==> src/rtl/isq_pkg.sv <==
package isq_pkg;
  typedef enum logic [1:0] {
    ST_IDLE = 2'd0,
    ST_VEC  = 2'd1,
    ST_PTR  = 2'd2
  } isq_state_e;
endpackage

==> src/rtl/isq_filter.sv <==
module isq_filter #(
  parameter int          EVT_W    = 12,
  parameter logic [11:0] MSG_MASK = 12'h0ff
) (
  input  logic [EVT_W-1:0] evt_i,
  input  logic [EVT_W-1:0] en_i,
  input  logic             msg_valid_i,
  input  logic             msg_invalid_i,
  input  logic             drop_valid_i,
  input  logic             drop_invalid_i,
  output logic [EVT_W-1:0] vec_o,
  output logic             has_msg_o
);
  localparam logic [EVT_W-1:0] MsgBits = EVT_W'(MSG_MASK);

  logic msg_keep;

  always_comb begin
    msg_keep  = !((msg_valid_i && drop_valid_i) || (msg_invalid_i && drop_invalid_i));
    vec_o     = evt_i & en_i & (msg_keep ? {EVT_W{1'b1}} : ~MsgBits);
    has_msg_o = |(vec_o & MsgBits);
  end
endmodule

==> src/rtl/isq_ptr.sv <==
module isq_ptr #(
  parameter int ADDR_W = 6
) (
  input  logic              clk_i,
  input  logic              rst_ni,
  input  logic              load_i,
  input  logic [ADDR_W-1:0] load_val_i,
  input  logic              inc_i,
  output logic [ADDR_W-1:0] ptr_o,
  output logic              at_last_o
);
  localparam logic [ADDR_W-1:0] LastAddr = {ADDR_W{1'b1}};

  always_ff @(posedge clk_i or negedge rst_ni) begin
    if (!rst_ni)     ptr_o <= '0;
    else if (load_i) ptr_o <= load_val_i;  // host write wins
    else if (inc_i)  ptr_o <= ptr_o + 1'b1; // natural modulo 2**ADDR_W
  end

  assign at_last_o = (ptr_o == LastAddr);
endmodule

==> src/rtl/isq_seq.sv <==
module isq_seq
  import isq_pkg::*;
#(
  parameter int EVT_W  = 12,
  parameter int DATA_W = 16
) (
  input  logic              clk_i,
  input  logic              rst_ni,
  input  logic [EVT_W-1:0]  vec_i,
  input  logic              has_msg_i,
  input  logic [DATA_W-1:0] desc_i,
  output isq_state_e        state_o,
  output logic [EVT_W-1:0]  ent_vec_o,
  output logic [DATA_W-1:0] ent_ptr_o
);
  isq_state_e        state_q;
  logic [EVT_W-1:0]  pend_vec_q;
  logic              pend_msg_q;
  logic [DATA_W-1:0] pend_desc_q;
  logic [EVT_W-1:0]  merged;
  logic [DATA_W-1:0] merged_ptr;

  always_comb begin
    merged = pend_vec_q | vec_i;
    if (has_msg_i)       merged_ptr = desc_i;
    else if (pend_msg_q) merged_ptr = pend_desc_q;
    else                 merged_ptr = '0;
  end

  always_ff @(posedge clk_i or negedge rst_ni) begin
    if (!rst_ni) begin
      state_q     <= ST_IDLE;
      ent_vec_o   <= '0;
      ent_ptr_o   <= '0;
      pend_vec_q  <= '0;
      pend_msg_q  <= 1'b0;
      pend_desc_q <= '0;
    end else begin
      unique case (state_q)
        ST_IDLE: if (|vec_i) begin
          ent_vec_o <= vec_i;
          ent_ptr_o <= has_msg_i ? desc_i : '0;
          state_q   <= ST_VEC;
        end
        ST_VEC: begin
          // collect events arriving mid-entry
          pend_vec_q <= pend_vec_q | vec_i;
          if (has_msg_i) begin
            pend_msg_q  <= 1'b1;
            pend_desc_q <= desc_i;
          end
          state_q <= ST_PTR;
        end
        ST_PTR: begin
          pend_vec_q <= '0;
          pend_msg_q <= 1'b0;
          if (|merged) begin
            ent_vec_o <= merged;
            ent_ptr_o <= merged_ptr;
            state_q   <= ST_VEC;
          end else begin
            state_q <= ST_IDLE;
          end
        end
        default: state_q <= ST_IDLE;
      endcase
    end
  end

  assign state_o = state_q;
endmodule

==> src/rtl/isq_mgr.sv <==
module isq_mgr
  import isq_pkg::*;
#(
  parameter int          EVT_W    = 12,
  parameter int          DATA_W   = 16,
  parameter int          Q_WORDS  = 64,
  parameter logic [11:0] MSG_MASK = 12'h0ff,
  parameter int          DROP_VALID_BIT   = 7,
  parameter int          DROP_INVALID_BIT = 8
) (
  input  logic                       clk_i,
  input  logic                       rst_ni,
  input  logic [EVT_W-1:0]           evt_i,
  input  logic [EVT_W-1:0]           evt_en_i,
  input  logic                       msg_valid_i,
  input  logic                       msg_invalid_i,
  input  logic [DATA_W-1:0]          desc_ptr_i,
  input  logic [DATA_W-1:0]          cfg_i,
  input  logic                       ptr_we_i,
  input  logic [$clog2(Q_WORDS)-1:0] ptr_wdata_i,
  output logic                       ram_we_o,
  output logic [$clog2(Q_WORDS)-1:0] ram_addr_o,
  output logic [DATA_W-1:0]          ram_wdata_o,
  output logic [$clog2(Q_WORDS)-1:0] ptr_o,
  output logic                       irq_o,
  output logic                       qroll_o
);
  localparam int ADDR_W = $clog2(Q_WORDS);

  logic [EVT_W-1:0]  vec;
  logic              has_msg;
  isq_state_e        state_q;
  logic [EVT_W-1:0]  ent_vec;
  logic [DATA_W-1:0] ent_ptr;
  logic              at_last;

  isq_filter #(.EVT_W(EVT_W), .MSG_MASK(MSG_MASK)) u_filter (
    .evt_i          (evt_i),
    .en_i           (evt_en_i),
    .msg_valid_i    (msg_valid_i),
    .msg_invalid_i  (msg_invalid_i),
    .drop_valid_i   (cfg_i[DROP_VALID_BIT]),
    .drop_invalid_i (cfg_i[DROP_INVALID_BIT]),
    .vec_o          (vec),
    .has_msg_o      (has_msg)
  );

  isq_seq #(.EVT_W(EVT_W), .DATA_W(DATA_W)) u_seq (
    .clk_i     (clk_i),
    .rst_ni    (rst_ni),
    .vec_i     (vec),
    .has_msg_i (has_msg),
    .desc_i    (desc_ptr_i),
    .state_o   (state_q),
    .ent_vec_o (ent_vec),
    .ent_ptr_o (ent_ptr)
  );

  isq_ptr #(.ADDR_W(ADDR_W)) u_ptr (
    .clk_i      (clk_i),
    .rst_ni     (rst_ni),
    .load_i     (ptr_we_i),
    .load_val_i (ptr_wdata_i),
    .inc_i      (ram_we_o),
    .ptr_o      (ptr_o),
    .at_last_o  (at_last)
  );

  assign ram_we_o    = (state_q != ST_IDLE);
  assign ram_addr_o  = ptr_o;
  assign ram_wdata_o = (state_q == ST_VEC) ? DATA_W'(ent_vec) : ent_ptr;

  always_ff @(posedge clk_i or negedge rst_ni) begin
    if (!rst_ni) begin
      irq_o   <= 1'b0;
      qroll_o <= 1'b0;
    end else begin
      irq_o   <= (state_q == ST_PTR);
      qroll_o <= (state_q == ST_PTR) && at_last;
    end
  end
endmodule

==> config.mk <==
export PLATFORM = sky130hd
export DESIGN_NAME = isq_mgr
export DESIGN_NICKNAME = d
export VERILOG_FILES = /design/src/rtl/isq_pkg.sv /design/src/rtl/isq_filter.sv /design/src/rtl/isq_ptr.sv /design/src/rtl/isq_seq.sv /design/src/rtl/isq_mgr.sv
export SDC_FILE = /design/constraint.sdc
export NUM_CORES = 1
export LEC_CHECK = 0
export ABC_AREA = 1
export BUFFER_PORTS_ARGS = -buffer_cell sky130_fd_sc_hd__buf_2
export CORE_MARGIN = 2
export CORE_UTILIZATION = 49
export CTS_BUF_LIST = sky130_fd_sc_hd__clkbuf_16
export CTS_CLUSTER_DIAMETER = 80
export DETAILED_ROUTE_END_ITERATION = 8
export PLACE_DENSITY = 0.77
export SETUP_SLACK_MARGIN = 0.15
export SLEW_MARGIN = 20
export SYNTH_ARGS = -nofsm -noshare
export SYNTH_HDL_FRONTEND = slang
export SYNTH_SLANG_ARGS = --single-unit
export TNS_END_PERCENT = 100
==> constraint.sdc <==
create_clock -name clk_i -period 1.6 [get_ports clk_i]
set_input_delay 0.24 -clock clk_i [delete_from_list [all_inputs] [get_ports clk_i]]
set_output_delay 0.24 -clock clk_i [all_outputs]
set_load 0.02 [all_outputs]
==> impl_metrics.env, run 1 <==
export IMPL_die_h_microns=93.6
export IMPL_power_mw=10.5
export IMPL_core_area_sq_mm=0.00777
export IMPL_grt_pass1_vias=3532
export IMPL_finalCritPeriodShare=1.06
export IMPL_maxSlewHeadroom=0.752
export IMPL_yosysTopAreaCellShare=0.426
export IMPL_synthFlopType="dfrtp_1"
export IMPL_clkSlewWorstSetupHoldPaths_ps=50
export IMPL_layout_drive_gt1_share=0.325
export IMPL_synthesis_nets=604
export IMPL_drt_pass1_iterations=7
export IMPL_reg2reg_slack_ps=-100
export IMPL_diodes=0
export IMPL_ys_types=30
export IMPL_grt_overflow=0
export IMPL_skew_ps=6.43
export IMPL_syn_to_final_growth_pct=34.3
export IMPL_synth_async_reset_ratio=1.00
export IMPL_p_leak_nw=2.87
export IMPL_seq_area_sq_mm=0.00168
export IMPL_fill_cells=603
export IMPL_grt_pass1_wl_microns=16000
export IMPL_hold_viol_final=0
export IMPL_hold_ws_ps=137
export IMPL_final_util=0.680
export IMPL_place_congestion=0.811
export IMPL_hp_class="in2reg"
export IMPL_crit_path_end_kind="flip-flop"
export IMPL_synthMostInstantiatedCell="nand2_1"
export IMPL_dp_slack_ps=-75.1
export IMPL_cp_max_fo=6
export IMPL_drc=0
export IMPL_floorplan_initialDensity=0.506
export IMPL_status="complete, but fails checks"
export IMPL_clockBufferDepth=2
export IMPL_path_class="reg2reg"
export IMPL_ys_warn_count=0
export IMPL_tightest_slew_ps=372
export IMPL_r2r_start="u_seq.state_o[0]"
export IMPL_setup_viol=33
export IMPL_port_buffers=83
export IMPL_synthCells=532
export IMPL_die_w_microns=93.6
export IMPL_nNetsFinal=702
export IMPL_yosysSeqAreaShare=0.426
export IMPL_route_antenna_remaining_nets=0
export IMPL_synth_avg_cell_area_sq_um=7.39
export IMPL_cts_sinks=67
export IMPL_arrival_ps=1910
export IMPL_clock_root_buffer="clkbuf_16"
export IMPL_violations="setup timing"
export IMPL_dp_cells=703
export IMPL_r2r_end="u_seq.ent_vec_o[9]"
export IMPL_synth_edff_count=0
export IMPL_final_setup_tns_ps=-1610
export IMPL_fmax_mhz=589
export IMPL_antenna_found_initial=0
export IMPL_wirelength_microns=11100
export IMPL_finalInstanceArea_sq_mm=0.00528
export IMPL_grt_max_degree=68
export IMPL_ys_ff_latch=67
export IMPL_layout_min_cycle_time_ps=1700
export IMPL_cp_start_kind="flip-flop"
export IMPL_via_per_inst=5.50
export IMPL_netlist_area_sq_mm=0.00393
export IMPL_avgRoutedWirePerCell_microns=15.1
export IMPL_dp_hpwl_microns=6490
export IMPL_max_cap_violations=0
export IMPL_holdCritStartpoint="ptr_wdata_i[1]"
export IMPL_stdcell_count=736
export IMPL_maxSlewViolCount=0
export IMPL_min_path_cells=3
export IMPL_cts_made_buffers=9
export IMPL_grt_setup_unrepaired="yes"
export IMPL_cts_tree="built"
export IMPL_track_usage=0.234
export IMPL_multi_input_area_sq_mm=0.00200
export IMPL_yosysTopAreaCell="dfrtp_1"
export IMPL_place_area_sq_mm=0.00449
export IMPL_die_area_sq_mm=0.00876
export IMPL_rr_worst_depth=9
export IMPL_whs_endpoint="u_ptr.ptr_o[1]"
export IMPL_drtIter0Drc=445
export IMPL_ioPinCount=98
export IMPL_clk_insertion_delay_late_ps=330
export IMPL_vdd_ir_drop_max_mv=1.22
export IMPL_num_vias=4048
export IMPL_h_tree_depth=3
export IMPL_p_per_area_mw_per_mm2=1990
export IMPL_synthTopCellsByCount="nand2_1, dfrtp_1, inv_1, nand4_1, o21ai_1"
export IMPL_required_ps=1820
export IMPL_std_cell_rows=32
export IMPL_setup_slack_ps=-98.2
export IMPL_synthTopCellsByArea="dfrtp_1, nand2_1, nand4_1"
[logic make-up (layout without fill, tap and decap cells)]
kind of cell / after synthesis / count (layout) / synth area share
and+or+nand+nor: 301 / 305 / 0.358
adders and majority gates: 5 / 5 / 0.0159
buffers and inverters: 102 / 200 / 0.119
xor gates and xnor gates: 4 / 4 / 0.00891
AOI/OAI and AO/OA: 53 / 53 / 0.0716
DFF: 67 / 67 / 0.426
[per-layer routing]
layer  vias up  wire [microns]  track usage
li1       1882               -            -
met1      1908            4210        0.297
met2       215            5410        0.390
met3        43            1020       0.0435
met4         0             440        0.105
met5         -               0            0
[what timing repair did]
item	4_1_cts	5_1_grt
hold buffers	1	0
gates resized for setup	45	38
hold endpoints to repair	67	0
pin swaps	4	14
cloned	2	9
setup endpoints to repair	49	55
buffers inserted	3	3
[report_power, final]
group          switching [mW]  internal, mW
Clock                   0.706          1.17
Sequential              0.477          2.43
Combinational            3.43          2.30
[state kept, by name, indices dropped and copies added (netlist names)]
signal             count
u_ptr.ptr_o            6
u_seq.state_o          2
u_seq.pend_vec_q      12
u_seq.ent_vec_o       12
irq_o                  1
u_seq.pend_msg_q       1
qroll_o                1
u_seq.pend_desc_q     16
u_seq.ent_ptr_o       16
[worst max-delay path by stage]
stage                     startpoint                 end  slack, ps  depth (start not counted)
finish              u_seq.state_o[0]  u_seq.ent_vec_o[9]       -100                          9
global route        u_seq.state_o[0]  u_seq.ent_vec_o[1]       -150                          9
CTS                 u_seq.state_o[1]     ram_wdata_o[10]        -50                          6
detailed placement  u_seq.state_o[0]  u_seq.ent_ptr_o[5]        -80                          8
global placement    u_seq.state_o[0]  u_seq.ent_ptr_o[5]        -70                          8
floorplan           u_seq.state_o[1]     ram_wdata_o[12]        110                          5
[worst max-delay path, cell delays in order, from the launching register on]
cell	delay, ps
dfrtp_2	450
inv_4	90
ha_4	130
nand4_1	110
nor2_2	160
nand3_2	140
buf_8	180
clkbuf_16	160
nand4_1	100
nand2_1	70
[placed cells by master, fill, tap and decap left out, drive strengths merged]
cell type    Yosys  final
inv             63     65
nor4             1      1
a21oi            9      9
o211ai           2      2
nand3           31     35
ha               5      5
clkbuf           7     14
clkinv           9     13
buf             23    106
nor2            28     28
nand2          207    207
dfrtp           67     67
bufinv           0      1
nor3             1      1
nand4           32     32
o21ai           42     42
xor2             4      4
dlygate4sd3      0      1
or2              1      1
[area by class of cell]
type / instances / share of cell area
inverters: 72 / 0.0555
flip-flops and latches: 67 / 0.318
multi-input cells: 367 / 0.379
repair inverters: 1 / 0.000948
repair buffers: 112 / 0.170
clock inverters: 6 / 0.00972
clock buffers: 9 / 0.0427
well taps: 102 / 0.0242
Power figures use the tool's default switching activity.
==> inputs of run 2 (changes only) <==
- clock period: 1.6 -> 1.35 ns (I/O delays scaled with it)
==> run 2 against run 1 <==
Against the previous run: the flow still finishes with violations (setup timing); die area stayed put; cell area is 11% higher; clock-buffer cell count stayed put; power is 37% higher; critical path depth is 1 lower; clock skew is 2.7 ps higher; setup slack worse by 330 ps; first-iteration DRC count is 10% higher; sequential power is 21% higher; via count is 8.4% higher; sequential share of layout area is 3.2 points lower; hold slack worse by 55 ps.
==> impl_metrics.env, run 2 (synthesis results as in run 1) <==
export IMPL_status="complete, but fails checks"
export IMPL_violations="setup timing"
export IMPL_place_area_sq_mm=0.00475
export IMPL_reg2reg_slack_ps=-420
export IMPL_h_tree_depth=3
export IMPL_critPathLaunch="u_seq.state_o[1]"
export IMPL_p_per_area_mw_per_mm2=2460
export IMPL_layout_drive_gt1_share=0.416
export IMPL_mostFrequentLayoutCells="nand2_1, buf_2, dfrtp_1"
export IMPL_crit_chain="inv_2, buf_6, ha_4, buf_12, inv_8, nand2_1, nand2_2, buf_6"
export IMPL_die_w_microns=93.6
export IMPL_vdd_ir_drop_max_mv=1.38
export IMPL_diodes=0
export IMPL_die_area_sq_mm=0.00876
export IMPL_setup_slack_ps=-430
export IMPL_track_usage=0.287
export IMPL_skew_ps=9.18
export IMPL_drt_pass1_iterations=5
export IMPL_clkSlewWorstSetupHoldPaths_ps=50
export IMPL_cts_sinks=67
export IMPL_crit_path_end_kind="output pin"
export IMPL_final_util=0.756
export IMPL_max_cap_violations=0
export IMPL_avgRoutedWirePerCell_microns=17.7
export IMPL_setup_viol=68
export IMPL_clk_insertion_delay_late_ps=340
export IMPL_cp_max_fo=7
export IMPL_rr_worst_depth=11
export IMPL_cts_tree="built"
export IMPL_cts_made_buffers=9
export IMPL_antenna_found_initial=0
export IMPL_grt_pass1_vias=4220
export IMPL_grt_max_degree=68
export IMPL_syn_to_final_growth_pct=49.4
export IMPL_p_leak_nw=3.09
export IMPL_wirelength_microns=13600
export IMPL_crit_top_cell="buf_6"
export IMPL_drtIter0Drc=491
export IMPL_hold_viol_final=0
export IMPL_port_buffers=83
export IMPL_top_regs="u_seq.ent_ptr_o (16), u_seq.pend_desc_q (16)"
export IMPL_nNetsFinal=737
export IMPL_std_cell_rows=32
export IMPL_r2r_start="u_seq.state_o[1]"
export IMPL_fmax_mhz=562
export IMPL_maxSlewHeadroom=0.748
export IMPL_clockBufferDepth=2
export IMPL_place_congestion=0.811
export IMPL_min_path_cells=3
export IMPL_tightest_slew_ps=378
export IMPL_arrival_ps=1580
export IMPL_hp_class="in2reg"
export IMPL_finalCritPeriodShare=1.32
export IMPL_layout_min_cycle_time_ps=1780
export IMPL_required_ps=1150
export IMPL_grt_pass1_wl_microns=19500
export IMPL_power_mw=14.4
export IMPL_final_setup_tns_ps=-18240
export IMPL_floorplan_initialDensity=0.506
export IMPL_holdCritStartpoint="ptr_wdata_i[1]"
export IMPL_cp_start_kind="flip-flop"
export IMPL_via_per_inst=5.68
export IMPL_finalInstanceArea_sq_mm=0.00587
export IMPL_ioPinCount=98
export IMPL_drc=0
export IMPL_clock_root_buffer="clkbuf_16"
export IMPL_path_class="reg2out"
export IMPL_num_vias=4387
export IMPL_core_area_sq_mm=0.00777
export IMPL_fill_cells=507
export IMPL_grt_overflow=0
export IMPL_die_h_microns=93.6
export IMPL_grt_setup_unrepaired="yes"
export IMPL_dp_hpwl_microns=6800
export IMPL_route_antenna_remaining_nets=0
export IMPL_maxSlewViolCount=0
export IMPL_max_stage_delay_ps=380
export IMPL_crit_path_top_delay_cell="dfrtp_1"
export IMPL_final_common_cell="nand2_1"
==> run 2: routing by layer <==
| metal | share of wire | GRT usage | up-vias |
|---|---|---|---|
| met5 | 0 | 0 | - |
| met4 | 0.052 | 0.141 | 0 |
| met3 | 0.078 | 0.0395 | 73 |
| met2 | 0.51 | 0.509 | 295 |
| met1 | 0.36 | 0.339 | 2061 |
| li1 | - | - | 1958 |
==> run 2: critical path: cells and delay by family (launching register included) <==
kind / cells / cell delay [ps]
DFF: 1 / 380
adders and majority gates: 1 / 170
and+or+nand+nor: 2 / 170
buffers and inverters: 5 / 520
==> run 2: final cells by class <==
type	instances	area, sq um	area share
repair inverters	1	16.3	0.00277
clock buffers	9	225	0.0383
clock inverters	7	53.8	0.00916
multi-input cells	368	2270	0.387
flip-flops and latches	67	1680	0.286
well taps	102	128	0.0217
repair buffers	146	1210	0.206
inverters	72	293	0.0499
==> run 2: worst paths after layout <==
check	end
max reg2reg	u_seq.state_o[0]
max in group asynchronous	u_ptr.ptr_o[0]
min	u_ptr.ptr_o[1]
max	ram_wdata_o[6]
min in group asynchronous	u_seq.ent_ptr_o[6]
min reg2reg	u_seq.ent_ptr_o[14]
==> run 2: stage by stage <==
step           setup slack (ps)  std cells  hold slack [ps]
2_1_floorplan             -99.2        532            -93.1
3_3_place_gp               -224        727              246
3_5_place_dp               -304        727              259
4_1_cts                    -345        765             91.3
5_1_grt                    -458        772              114
6_report                   -430        772             82.0
==> run 2: timing repair <==
item                                   in CTS  in global routing
pin swaps                                  65                 35
endpoints found under the hold margin      67                  0
cloned                                      7                  2
hold buffers                                1                  0
resized for setup                         102                 54
buffers inserted                           14                  5
setup endpoints to repair                  82                 83
==> run 2: power by group <==
| part | switching (mW) | internal [mW] |
|---|---|---|
| sequential | 0.645 | 2.89 |
| clock | 0.891 | 1.39 |
| combinational | 5.00 | 3.63 |
==> inputs of run 3 (changes only) <==
==> constraint.sdc (replaced) <==
create_clock -name clk_i -period 1.35 [get_ports clk_i]
set_input_delay 0.3375 -clock clk_i [delete_from_list [all_inputs] [get_ports clk_i]]
set_output_delay 0.3375 -clock clk_i [all_outputs]
set_load 0.02 [all_outputs]
==> run 3 against run 2 <==
Against the previous run: the run still ends with setup timing left; via count is 3.7% lower; register-to-register slack lost 80 ps; critical path depth shrank 1; maximum frequency down 4.8%; wire length fell by 5.3%; global-route usage up 1.1 points; hold slack gained 140 ps; sequential share of layout area decreased by 0.40 points; critical path type unchanged.
==> impl_metrics.env, run 3 (synthesis results as in run 1) <==
export IMPL_status="complete, but fails checks"
export IMPL_violations="setup timing"
export IMPL_clockBufferDepth=2
export IMPL_final_util=0.768
export IMPL_top_regs="u_seq.ent_ptr_o (16), u_seq.pend_desc_q (16)"
export IMPL_finalCritPeriodShare=1.38
export IMPL_layout_drive_gt1_share=0.407
export IMPL_antenna_found_initial=0
export IMPL_skew_ps=7.15
export IMPL_arrival_ps=1530
export IMPL_die_h_microns=93.6
export IMPL_crit_path_top_delay_cell="dfrtp_1"
export IMPL_drt_pass1_iterations=6
export IMPL_r2r_end="u_seq.pend_desc_q[9]"
export IMPL_floorplan_initialDensity=0.506
export IMPL_vdd_ir_drop_max_mv=1.64
export IMPL_syn_to_final_growth_pct=51.7
export IMPL_maxSlewViolCount=0
export IMPL_holdCritStartpoint="ptr_wdata_i[1]"
export IMPL_p_leak_nw=3.15
export IMPL_setup_viol=76
export IMPL_place_area_sq_mm=0.00474
export IMPL_final_setup_tns_ps=-28860
export IMPL_clock_root_buffer="clkbuf_16"
export IMPL_cp_start_kind="flip-flop"
export IMPL_required_ps=1010
export IMPL_via_per_inst=5.52
export IMPL_hold_viol_final=0
export IMPL_place_congestion=0.835
export IMPL_finalInstanceArea_sq_mm=0.00596
export IMPL_final_common_cell="nand2_1"
export IMPL_wirelength_microns=12900
export IMPL_dp_hpwl_microns=6880
export IMPL_std_cell_rows=32
export IMPL_mostFrequentLayoutCells="nand2_1, dfrtp_1, buf_2"
export IMPL_fill_cells=487
export IMPL_port_buffers=83
export IMPL_cp_max_fo=6
export IMPL_clk_insertion_delay_late_ps=330
export IMPL_crit_path_end_kind="output pin"
export IMPL_h_tree_depth=3
export IMPL_max_stage_delay_ps=400
export IMPL_maxSlewHeadroom=0.710
export IMPL_drtIter0Drc=398
export IMPL_avgRoutedWirePerCell_microns=16.9
export IMPL_grt_max_degree=60
export IMPL_die_w_microns=93.6
export IMPL_tightest_slew_ps=431
export IMPL_layout_min_cycle_time_ps=1870
export IMPL_whs_endpoint="u_ptr.ptr_o[1]"
export IMPL_power_mw=15.0
export IMPL_max_cap_violations=0
export IMPL_route_antenna_remaining_nets=0
export IMPL_min_path_cells=3
export IMPL_nNetsFinal=730
export IMPL_die_area_sq_mm=0.00876
export IMPL_rr_worst_depth=12
export IMPL_p_per_area_mw_per_mm2=2510
export IMPL_fmax_mhz=535
export IMPL_cts_sinks=67
export IMPL_track_usage=0.297
export IMPL_grt_pass1_vias=4054
export IMPL_diodes=0
export IMPL_clkSlewWorstSetupHoldPaths_ps=60
export IMPL_cts_made_buffers=9
export IMPL_cts_tree="built"
export IMPL_num_vias=4225
export IMPL_drc=0
export IMPL_r2r_start="u_seq.state_o[1]"
export IMPL_core_area_sq_mm=0.00777
export IMPL_path_class="reg2out"
export IMPL_crit_chain="inv_2, ha_4, buf_12, buf_12, nand2_2, nand2_2, buf_6"
export IMPL_grt_overflow=0
export IMPL_setup_slack_ps=-519
export IMPL_seq_area_sq_mm=0.00168
export IMPL_hp_class="in2reg"
export IMPL_multi_input_area_sq_mm=0.00217
export IMPL_grt_pass1_wl_microns=20100
export IMPL_grt_setup_unrepaired="yes"
export IMPL_ioPinCount=98
export IMPL_reg2reg_slack_ps=-500
run 3: cell types whose count changed in the layout (fill, tap and decap cells not counted), sizes merged:
cell,change
clkinvlp,+1
buf,-2
clkinv,+1
nand3,-3
nand2,-1
inv,-5
bufinv,+2
run 3: worst max-delay path by stage:
stage,start,end,slack [ps],cells after the start
after detailed placement,msg_valid_i,u_seq.ent_vec_o[0],-410,11
after global placement,msg_valid_i,u_seq.ent_ptr_o[7],-340,11
after global routing,u_seq.state_o[1],u_seq.ent_ptr_o[3],-570,9
after CTS,u_seq.state_o[0],ram_wdata_o[4],-430,5
after floorplan,u_seq.state_o[0],u_seq.ent_ptr_o[10],-110,12
final,u_seq.state_o[1],ram_wdata_o[0],-520,7
run 3: through the flow:
stage,setup slack [ps],instances,hold WS (ps)
floorplan,-107,532,41.9
global placement,-345,723,208
detailed placement,-413,723,208
CTS,-431,761,225
global route,-571,765,239
finish,-519,765,224
run 3: critical path: cells and delay by family, from the launching register on:
family	cells	cell delay, ps
buffers and inverters	4	450
and+or+nand+nor	2	120
adders and majority gates	1	210
DFF	1	400
run 3: power by group:
group,switching (mW),leakage (nW),internal [mW]
combinational,4.75,2.14,3.97
clock,0.914,0.165,1.80
sequential,0.665,0.841,2.89
total,6.33,3.15,8.66
run 3: what timing repair did:
| item | in CTS | in global routing |
|---|---|---|
| gates cloned | 7 | 1 |
| buffers inserted | 14 | 3 |
| pin swaps | 11 | 7 |
| hold buffers | 1 | 0 |
| resized for setup | 107 | 42 |
| endpoints found under the hold margin | 8 | 0 |
| endpoints found under the setup margin | 95 | 95 |
run 3: cell type report:
class / instances / area share
Multi-Input combinational cell: 364 / 0.364
Sequential cell: 67 / 0.282
Inverter: 72 / 0.0503
Tap cell: 102 / 0.0214
Timing Repair Buffer: 144 / 0.225
Clock buffer: 9 / 0.0378
Clock inverter: 7 / 0.0195
run 3: layer usage:
layer	global-route usage	wire (microns)	vias up
met3	0.0685	936	71
met5	0	0	-
met1	0.365	4780	1970
met2	0.495	6510	248
li1	-	-	1936
met4	0.141	685	0
